--- src/rtl/lsr_pkg.sv ---
package lsr_pkg;

  typedef struct packed {
    logic brk;
    logic frm;
    logic par;
  } err_tag_t;

  typedef struct packed {
    logic push;
    logic pop;
  } fifo_cmd_t;

endpackage

--- src/rtl/lsr_datapath.sv ---
module lsr_datapath
  import lsr_pkg::*;
#(
  parameter int DEPTH  = 128,
  parameter int DATA_W = 8
) (
  input  logic              clk,
  input  logic              rstN,
  input  fifo_cmd_t         cmd,
  input  logic [DATA_W-1:0] wrData,
  input  err_tag_t          wrTag,
  output logic [DATA_W-1:0] headData,
  output err_tag_t          headTag,
  output logic              fifoEmpty,
  output logic              fifoFull,
  output logic              anyErr
);

  localparam int AW      = (DEPTH > 1) ? $clog2(DEPTH) : 1;
  localparam int CW      = $clog2(DEPTH + 1);
  localparam int ENTRY_W = DATA_W + $bits(err_tag_t);

  logic [ENTRY_W-1:0] mem [DEPTH];
  logic [AW-1:0]      wrPtr, rdPtr;
  logic [CW-1:0]      count;
  logic [CW-1:0]      errCount;
  logic               tagIn, tagOut;

  assign fifoEmpty = (count == '0);
  assign fifoFull  = (count == CW'(DEPTH));
  assign headData  = mem[rdPtr][ENTRY_W-1 -: DATA_W];
  assign headTag   = err_tag_t'(mem[rdPtr][$bits(err_tag_t)-1:0]);
  assign anyErr    = (errCount != '0);
  assign tagIn     = |wrTag;
  assign tagOut    = |headTag;

  function automatic logic [AW-1:0] nextPtr(input logic [AW-1:0] p);
    return (p == AW'(DEPTH - 1)) ? '0 : p + AW'(1);
  endfunction

  always_ff @(posedge clk) begin
    if (cmd.push) mem[wrPtr] <= {wrData, wrTag};
  end

  always_ff @(posedge clk or negedge rstN) begin
    if (!rstN) begin
      wrPtr    <= '0;
      rdPtr    <= '0;
      count    <= '0;
      errCount <= '0;
    end else begin
      if (cmd.push) wrPtr <= nextPtr(wrPtr);
      if (cmd.pop)  rdPtr <= nextPtr(rdPtr);
      case ({cmd.push, cmd.pop})
        2'b10:   count <= count + CW'(1);
        2'b01:   count <= count - CW'(1);
        default: count <= count;
      endcase
      case ({cmd.push && tagIn, cmd.pop && tagOut})
        2'b10:   errCount <= errCount + CW'(1);
        2'b01:   errCount <= errCount - CW'(1);
        default: errCount <= errCount;
      endcase
    end
  end

  // occupancy can never pass the configured depth
  p_no_overflow_r5: assert property (@(posedge clk) disable iff (!rstN)
    count <= CW'(DEPTH));

  // tagged entries are a subset of stored entries
  p_err_bound_r4: assert property (@(posedge clk) disable iff (!rstN)
    errCount <= count);

  // a lone push grows occupancy by one
  p_push_grows_r2: assert property (@(posedge clk) disable iff (!rstN)
    (cmd.push && !cmd.pop) |=> count == $past(count) + CW'(1));

  // no pop may reach an empty store
  p_pop_nonempty_r9: assert property (@(posedge clk) disable iff (!rstN)
    cmd.pop |-> count != '0);

endmodule

--- src/rtl/lsr_ctrl.sv ---
module lsr_ctrl
  import lsr_pkg::*;
(
  input  logic      clk,
  input  logic      rstN,
  input  logic      rxValid,
  input  logic      rxBreak,
  input  logic      cpuPop,
  input  logic      statusRead,
  input  logic      txFifoEmpty,
  input  logic      txShiftEmpty,
  input  logic      fifoEmpty,
  input  logic      fifoFull,
  output fifo_cmd_t cmd,
  output logic      overrunFlag,
  output logic      breakFlag,
  output logic      txHoldEmpty,
  output logic      txAllEmpty
);

  logic breakHold;
  logic frameAccept;
  logic popOk;
  logic overrunSet;
  logic breakSet;

  assign popOk       = cpuPop && !fifoEmpty;
  assign frameAccept = rxValid && !(breakHold && rxBreak);
  assign overrunSet  = frameAccept && fifoFull && !popOk;
  assign breakSet    = frameAccept && rxBreak;

  always_comb begin
    cmd      = '0;
    cmd.pop  = popOk;
    cmd.push = frameAccept && (!fifoFull || popOk);
  end

  always_ff @(posedge clk or negedge rstN) begin
    if (!rstN) begin
      breakHold   <= 1'b0;
      overrunFlag <= 1'b0;
      breakFlag   <= 1'b0;
      txHoldEmpty <= 1'b1;
      txAllEmpty  <= 1'b1;
    end else begin
      if (rxValid) breakHold <= rxBreak;
      overrunFlag <= overrunSet || (overrunFlag && !statusRead);
      breakFlag   <= breakSet   || (breakFlag   && !statusRead);
      txHoldEmpty <= txFifoEmpty;
      txAllEmpty  <= txFifoEmpty && txShiftEmpty;
    end
  end

  // the store is never written while full unless a slot frees up
  p_full_guard_r5: assert property (@(posedge clk) disable iff (!rstN)
    (cmd.push && fifoFull) |-> cmd.pop);

  // repeated break frames never reach the store
  p_brk_once_r6: assert property (@(posedge clk) disable iff (!rstN)
    (rxValid && rxBreak && breakHold) |-> !cmd.push);

  // a read with nothing new clears the sticky overrun flag
  p_rdclr_r7: assert property (@(posedge clk) disable iff (!rstN)
    (statusRead && !(rxValid && fifoFull && !cpuPop)) |=> !overrunFlag);

  // holding-empty tracks the transmit FIFO input one cycle late
  p_thre_r8: assert property (@(posedge clk) disable iff (!rstN)
    1'b1 |=> txHoldEmpty == $past(txFifoEmpty));

endmodule

--- src/rtl/uart_line_status.sv ---
module uart_line_status
  import lsr_pkg::*;
#(
  parameter int DEPTH  = 128,
  parameter int DATA_W = 8
) (
  input  logic              clk,
  input  logic              rstN,
  input  logic              rxValid,
  input  logic [DATA_W-1:0] rxData,
  input  logic              rxParityErr,
  input  logic              rxFrameErr,
  input  logic              rxBreak,
  input  logic              cpuPop,
  input  logic              statusRead,
  input  logic              txFifoEmpty,
  input  logic              txShiftEmpty,
  output logic [DATA_W-1:0] rxHeadData,
  output logic [7:0]        lineStatus
);

  fifo_cmd_t cmd;
  err_tag_t  wrTag, headTag;
  logic      fifoEmpty, fifoFull, anyErr;
  logic      overrunFlag, breakFlag, txHoldEmpty, txAllEmpty;

  assign wrTag = '{brk: rxBreak, frm: rxFrameErr, par: rxParityErr};

  lsr_ctrl u_ctrl (
    .clk         (clk),
    .rstN        (rstN),
    .rxValid     (rxValid),
    .rxBreak     (rxBreak),
    .cpuPop      (cpuPop),
    .statusRead  (statusRead),
    .txFifoEmpty (txFifoEmpty),
    .txShiftEmpty(txShiftEmpty),
    .fifoEmpty   (fifoEmpty),
    .fifoFull    (fifoFull),
    .cmd         (cmd),
    .overrunFlag (overrunFlag),
    .breakFlag   (breakFlag),
    .txHoldEmpty (txHoldEmpty),
    .txAllEmpty  (txAllEmpty)
  );

  lsr_datapath #(.DEPTH(DEPTH), .DATA_W(DATA_W)) u_dp (
    .clk      (clk),
    .rstN     (rstN),
    .cmd      (cmd),
    .wrData   (rxData),
    .wrTag    (wrTag),
    .headData (rxHeadData),
    .headTag  (headTag),
    .fifoEmpty(fifoEmpty),
    .fifoFull (fifoFull),
    .anyErr   (anyErr)
  );

  always_comb begin
    lineStatus    = '0;
    lineStatus[7] = anyErr;
    lineStatus[6] = txAllEmpty;
    lineStatus[5] = txHoldEmpty;
    lineStatus[4] = breakFlag;
    lineStatus[3] = headTag.frm && !fifoEmpty;
    lineStatus[2] = headTag.par && !fifoEmpty;
    lineStatus[1] = overrunFlag;
    lineStatus[0] = !fifoEmpty;
  end

  // head error bits stay quiet while nothing is stored
  p_head_quiet_r3: assert property (@(posedge clk) disable iff (!rstN)
    !lineStatus[0] |-> lineStatus[3:2] == 2'b00 && !lineStatus[7]);

endmodule

--- config.mk ---
export PLATFORM = sky130hd
export DESIGN_NAME = uart_line_status
export DESIGN_NICKNAME = d
export VERILOG_FILES = /design/src/rtl/lsr_pkg.sv /design/src/rtl/lsr_datapath.sv /design/src/rtl/lsr_ctrl.sv /design/src/rtl/uart_line_status.sv
export SDC_FILE = /design/constraint.sdc
export NUM_CORES = 2
export LEC_CHECK = 0
export BUFFER_PORTS_ARGS = -buffer_cell sky130_fd_sc_hd__buf_2
export CAP_MARGIN = 20
export CORE_MARGIN = 3
export CORE_UTILIZATION = 45
export CTS_BUF_LIST = sky130_fd_sc_hd__clkbuf_8
export DETAILED_ROUTE_END_ITERATION = 6
export PLACE_DENSITY = 0.64
export SYNTH_ARGS = -nofsm -noshare
export SYNTH_HDL_FRONTEND = slang
export SYNTH_SLANG_ARGS = --single-unit
--- constraint.sdc ---
create_clock -name clk -period 5.1 [get_ports clk]
set_clock_uncertainty 0.05 [all_clocks]
set_input_delay 0.255 -clock clk [delete_from_list [all_inputs] [get_ports clk]]
set_output_delay 0.255 -clock clk [all_outputs]
set_load 0.03 [all_outputs]
-- Yosys cells after proc, flatten, opt, wreduce, memory -nomap -nowiden
Memories as Yosys holds them, arrays and structs flattened.
Cells that the tools add are included.
- memory bits (writable): 1408
- bits of input ports: 18
- logic and storage cells: 57
- memories: 1
- register bits: 35
- output and inout bits: 16
- reduce and logical (&&, ||, !) cells: 28
- add/sub/neg operators: 6
- mux-type cells: 6
- eq/ne operators: 7
- memories (memory ; depth ; width ; read ports ; clocked after Yosys merged registers in ; wr ports ; line ; RTL):
    u_dp.mem ; 128 ; 11 ; 1 ; 0 ; 1 ; lsr_datapath.sv:23 ; logic [ENTRY_W-1:0] mem [DEPTH];
- operator list (operator ; count):
    $pmux 8 s2 ; 2
    $add 8x1->8 const B ; 2
    $sub 8x1->8 const B ; 2
    $add 7x1->7 const B ; 2
    $eq 7x7->1 const B ; 2
    $logic_and 1x1->1 ; 14
    $mux 7 ; 2
    $eq 8x8->1 const B ; 1
    $logic_not 8->1 ; 1
    $reduce_bool 8->1 ; 1
    $reduce_or 3->1 ; 2
    $logic_not 1->1 ; 5
    $eq 2x1->1 const B ; 2
    $eq 2x2->1 const B ; 2
    $reduce_bool 2->1 ; 2
    $logic_or 1x1->1 ; 3
    $mux 1 ; 2

-- Logic depth before layout (Yosys ltp)
- depth in word-level cells: 8
- depth in mapped cells: 21
- mapped depth without buffers: 17

-- By module
Synthesis repeated with hierarchy kept, for this count alone.
- cell total of the unflattened synthesis: 2488
- area total of the unflattened synthesis: 56243.9 um^2
- by module, submodules not included (module ; instances ; cells an instance ; area each (um^2) ; seq. area each (um^2)):
    lsr_datapath ; 1 ; 2461 ; 55969.9 ; 43031.3
    lsr_ctrl ; 1 ; 19 ; 220.2 ; 127.6
    uart_line_status ; 1 ; 8 ; 53.8 ; 0.0

-- Worst setup path before layout
Ideal clock, no wire load.
- path type: register to register
- from: register u_dp.rdPtr[0]
- to: register u_dp.errCount[7]
- library setup time: 0.079 ns
- cell stages (with the launch flop): 21
- setup slack: 0.393 ns
- arrival time: 4.578 ns
- data required time: 4.971 ns
- clock period less this slack: 4.707 ns
- cell sequence: dfrtp_1 buf_2 buf_6 buf_2 buf_2 mux4_2 a22oi_1 o22ai_1 nor4_1 o31ai_1 o41a_1 o31a_1 ha_1 ha_1 a21o_1 a21oi_1 o21bai_1 a2111o_1 and3_1 nor3_1 xor2_1
- longest elaborated chain between the ends: 5
- elaborated cells on any way between the ends: 7
- classes of those cells: 2 x eq/ne; 1 x mux; 3 x reduce/logical; 1 x memory
- RTL lines (what ; line ; RTL):
    start, declared ; lsr_datapath.sv:24 ; logic [AW-1:0] wrPtr, rdPtr;
    start signal, assigned ; lsr_datapath.sv:53 ; if (cmd.pop) rdPtr <= nextPtr(rdPtr);
    $mem_v2 128x11 * ; n/a ;
    $reduce_or 3->1 * ; lsr_datapath.sv:35 ; assign tagOut = |headTag;
    $logic_and 1x1->1 * ; lsr_datapath.sv:59 ; case ({cmd.push && tagIn, cmd.pop && tagOut})
    $eq 2x1->1 or $eq 2x2->1 (tied branches) ; lsr_datapath.sv:59 ;
    $pmux 8 s2 or $reduce_bool 2->1 (tied branches) ; n/a ;
    end signal, assigned ; lsr_datapath.sv:60 ; 2'b10: errCount <= errCount + CW'(1);
    end signal, assigned ; lsr_datapath.sv:61 ; 2'b01: errCount <= errCount - CW'(1);
    end signal, assigned ; lsr_datapath.sv:62 ; default: errCount <= errCount;
    end, declared ; lsr_datapath.sv:26 ; logic [CW-1:0] errCount;
Every way passes the cells marked *; elsewhere a longest branch is shown, timed or not.
A chain may end at the register's enable or synchronous reset.

-- Worst setup path in the final report
Same ends and word-level chain as after synthesis.

==> metrics.md <==
| Metric | Value |
|---|---|
| Outcome | finished, final reports clean |
| Initial antenna violation count | 10 |
| Synthesized cell area | 56,090 um^2 |
| Post-route insts no fill | 4,639 |
| Distinct cells, synth | 55 |
| Lkg Pwr | 20.72 nW |
| Commonest non-fill, non-tap cell in the layout | edfxtp_1 |
| Crit Path Max Fanout | 20 |
| Sequential fraction of the synthesis area | 0.7695 |
| Final Power | 33.01 mW |
| Synth area leaders | edfxtp_1 75%, mux4_2 17%, dfrtp_1 1.5% |
| Final setup vio count | 0 |
| Crit-path max cell delay | 0.51 ns |
| Vias in the first global route | 28,050 |
| CP dominant cell by count | buf_4 |
| Nets@finish | 2,867 |
| Die area | 128,900 um^2 |
| Core Area | 122,700 um^2 |
| 1st-iter DRT viols | 3,272 |
| Syn Area/Cell | 22.84 um^2 |
| Global route overflow | 0 |
| First-pass GRT wire length | 194,100 um |
| WL per Instance | 28.24 um |
| Row count | 128 |
| Crit Path Category | flop to flop |
| Fmax | 0.2020 GHz |
| Utilization after layout | 0.5229 |
| Reg area | 43,180 um^2 |
| Die width | 359.0 um |
| Critical Path End Type | flop |
| Slew @ Worst Pin | 1.048 ns |
| IO Pins | 34 |
| Gate count of the mapped netlist | 2,456 |
| Overall die height | 359.0 um |
| CTS Buf Count | 220 |
| Area leader, netlist | edfxtp_1 |
| Min Hold Slack | 0.1352 ns |
| Area share of the largest cell type after synthesis | 0.7539 |
| Starting density of the core | 0.4572 |
| Worst skew pair latency | 0.90 ns |
| Pwr/cell area | 514.6 nW/um^2 |
| Ys flop type | edfxtp_1 |
| DRT Wirelength | 131,000 um |
| # DRC | 0 |
| Fillers | 9,514 |
| Layout cell share with drive strength beyond 1 | 0.3308 |
| Endpoints failing hold | 0 |
| RSZ-0062 raised after global routing | false |
| Slew Limit Fails | 0 |
| Final worst path period need | 4.951 ns |
| Synthesized flop and latch total | 1,443 |
| Post-synth EDFFs | 1,408 |
| Area Overhead vs Synth | 14.38% |
| Hold Path Class | input port to flop |
| Routed vias/inst | 5.847 |
| Pin count of the biggest net entering global routing | 129 |
| Place WS | -0.1797 ns |
| Port Buffer Count | 33 |
| Area of the multi-input gates | 12,300 um^2 |
| Ys Warns | 0 |
| Gr usage total | 0.2041 |
| Required time worst endpoint | 5.88 ns |
| Gp weighted congestion | 0.8335 |
| Critical-path cell list | buf_12 > buf_4 > mux4_2 > mux2i_1 > nor2_1 > nor4_4 > buf_4 > o31ai_1 > o41a_1 > o31a_1 > ha_1 > buf_4 > ha_1 > a21oi_2 > o21bai_1 > a2111o_1 > and3_1 > nor3_2 > xor2_1 |
| Arrival @ worst endpoint | 5.73 ns |
| Final worst slack | 0.1487 ns |
| DP HPWL | 81,200 um |
| Clk buf depth | 3 |
| Commonest cells after routing, fill and taps aside | 1,408 x edfxtp_1, 425 x mux4_2, 233 x clkbuf_8 |
| Slew margin rel. | 0.2984 |
| Post-placement cell count | 4,200 |
| Crit-path slowest cell | mux4_2 |
| CTS Sinks | 1,443 |
| Fin crit share | 0.9708 |
| Antenna-violating nets left | 0 |
| Root buffer cell | clkbuf_8 |
| Syn nets | 2,492 |
| CTS tree | done |
| Vias | 27,120 |
| CTS H-tree lvls | 4 |
| Maximum vdd ir drop | 358.0 uV |
| Asr flop ratio synth | 0.02426 |
| MaxCap Viol Count | 0 |
| Drt pass-1 iters | 5 |
| Clock transition at path regs | 0.07 ns |
| Startpoint Class | flop |
[where the power goes]
part	total, mW	internal [mW]	leakage [nW]	switching [mW]
Combinational	10.3	4.77	5.19	5.57
Sequential	13.5	13.3	13.1	0.262
Clock	9.13	4.70	2.45	4.43
[critical path: cells and delay by family (launching register included)]
| family | cells | cell delay, ns |
|---|---|---|
| AND/OR/NAND/NOR | 4 | 0.82 |
| adder cells (fa/ha/maj) | 2 | 0.58 |
| buffers and inverters | 4 | 0.74 |
| multiplexers | 2 | 0.67 |
| XOR/XNOR | 1 | 0.16 |
| AO/OA/AOI/OAI | 6 | 1.36 |
| flip-flops | 1 | 0.48 |
[what timing repair did]
action,CTS,global route
pin swaps,0,1
gates resized for setup,3,4
hold buffers,24,1
buffers inserted,0,2
endpoints found under the setup margin,7,1
hold endpoints to repair,584,64
[metal layers]
layer	global-route usage	wire, um	up-vias
met3	0.03885	9381	194
met2	0.3263	64410	1155
li1	-	-	11190
met1	0.2923	54570	14580
met5	0	27	-
met4	0.05220	2619	4
[worst paths after layout]
| check | startpoint | endpoint | slack (ns) | cells after the start |
|---|---|---|---|---|
| min in group asynchronous | rstN | u_ctrl.txHoldEmpty$_DFF_PN1_ | 0.38 | 3 |
| max in group asynchronous | rstN | u_dp.rdPtr[2]$_DFFE_PN0N_ | 4.37 | 4 |
| worst min-delay path | rxValid | u_ctrl.breakHold$_DFFE_PN0P_ | 0.14 | 3 |
| worst max-delay path | u_dp.rdPtr[0]$_DFFE_PN0N_ | u_dp.errCount[7]$_DFFE_PN0P_ | 0.15 | 19 |
| worst max register to register | u_dp.rdPtr[0]$_DFFE_PN0N_ | u_dp.errCount[7]$_DFFE_PN0P_ | 0.15 | 19 |
| worst min register to register | u_dp.errCount[7]$_DFFE_PN0P_ | u_dp.errCount[7]$_DFFE_PN0P_ | 0.43 | 1 |
[synth_stat cells (3+ instances only)]
| cell | instances |
|---|---|
| a211oi_1 | 4 |
| a21oi_1 | 11 |
| a221oi_1 | 3 |
| a22o_1 | 5 |
| a22oi_1 | 10 |
| and2_1 | 6 |
| buf_1 | 19 |
| buf_2 | 30 |
| buf_4 | 17 |
| clkbuf_1 | 66 |
| dfrtp_1 | 33 |
| edfxtp_1 | 1408 |
| ha_1 | 16 |
| inv_1 | 11 |
| mux2_2 | 13 |
| mux2i_1 | 33 |
| mux4_2 | 425 |
| nand2_1 | 42 |
| nand2b_1 | 5 |
| nand3_1 | 15 |
| nand3b_1 | 5 |
| nand4_1 | 4 |
| nor2_1 | 155 |
| nor2b_1 | 10 |
| nor3_1 | 8 |
| nor4_1 | 5 |
| o21ai_0 | 24 |
| o221ai_1 | 5 |
| o22ai_1 | 7 |
| o31ai_1 | 4 |
| xnor2_1 | 12 |
| xor2_1 | 11 |
[cell families (layout without fill, tap and decap cells)]
kind of cell               count (synthesis)  in the layout  share of synthesized area
AOI/OAI and AO/OA                         93             93                    0.01140
xor gates and xnor gates                  23             23                   0.003592
adders and majority gates                 18             18                   0.004283
buffers and inverters                    145            700                    0.01165
DFF                                     1443           1443                     0.7695
muxes                                    471            471                     0.1792
other                                      0              3                          0
and+or+nand+nor                          263            263                    0.02039
[per-stage QoR]
stage           TNS, ns  cell area, um^2
2_1_floorplan         0            56090
3_3_place_gp   -0.04347            59440
3_5_place_dp    -0.1797            59530
4_1_cts               0            63990
5_1_grt               0            64140
6_report              0            64150
[flip-flops by register name, indices dropped and copies added, names as in the netlist]
signal,cells
u_dp.mem,1408
u_dp.count,8
u_dp.errCount,8
u_dp.rdPtr,7
u_dp.wrPtr,7
u_ctrl.breakFlag,1
u_ctrl.breakHold,1
u_ctrl.overrunFlag,1
u_ctrl.txAllEmpty,1
u_ctrl.txHoldEmpty,1
[area by class of cell]
type,count,share of cell area
flip-flops and latches,1443,0.6731
multi-input cells,868,0.1917
clock buffers,231,0.04956
repair buffers,286,0.03731
well taps,1625,0.03170
clock inverters,171,0.01586
inverters,12,0.0007022
diodes,3,0.0001170
(Power assumes the default switching activity.)
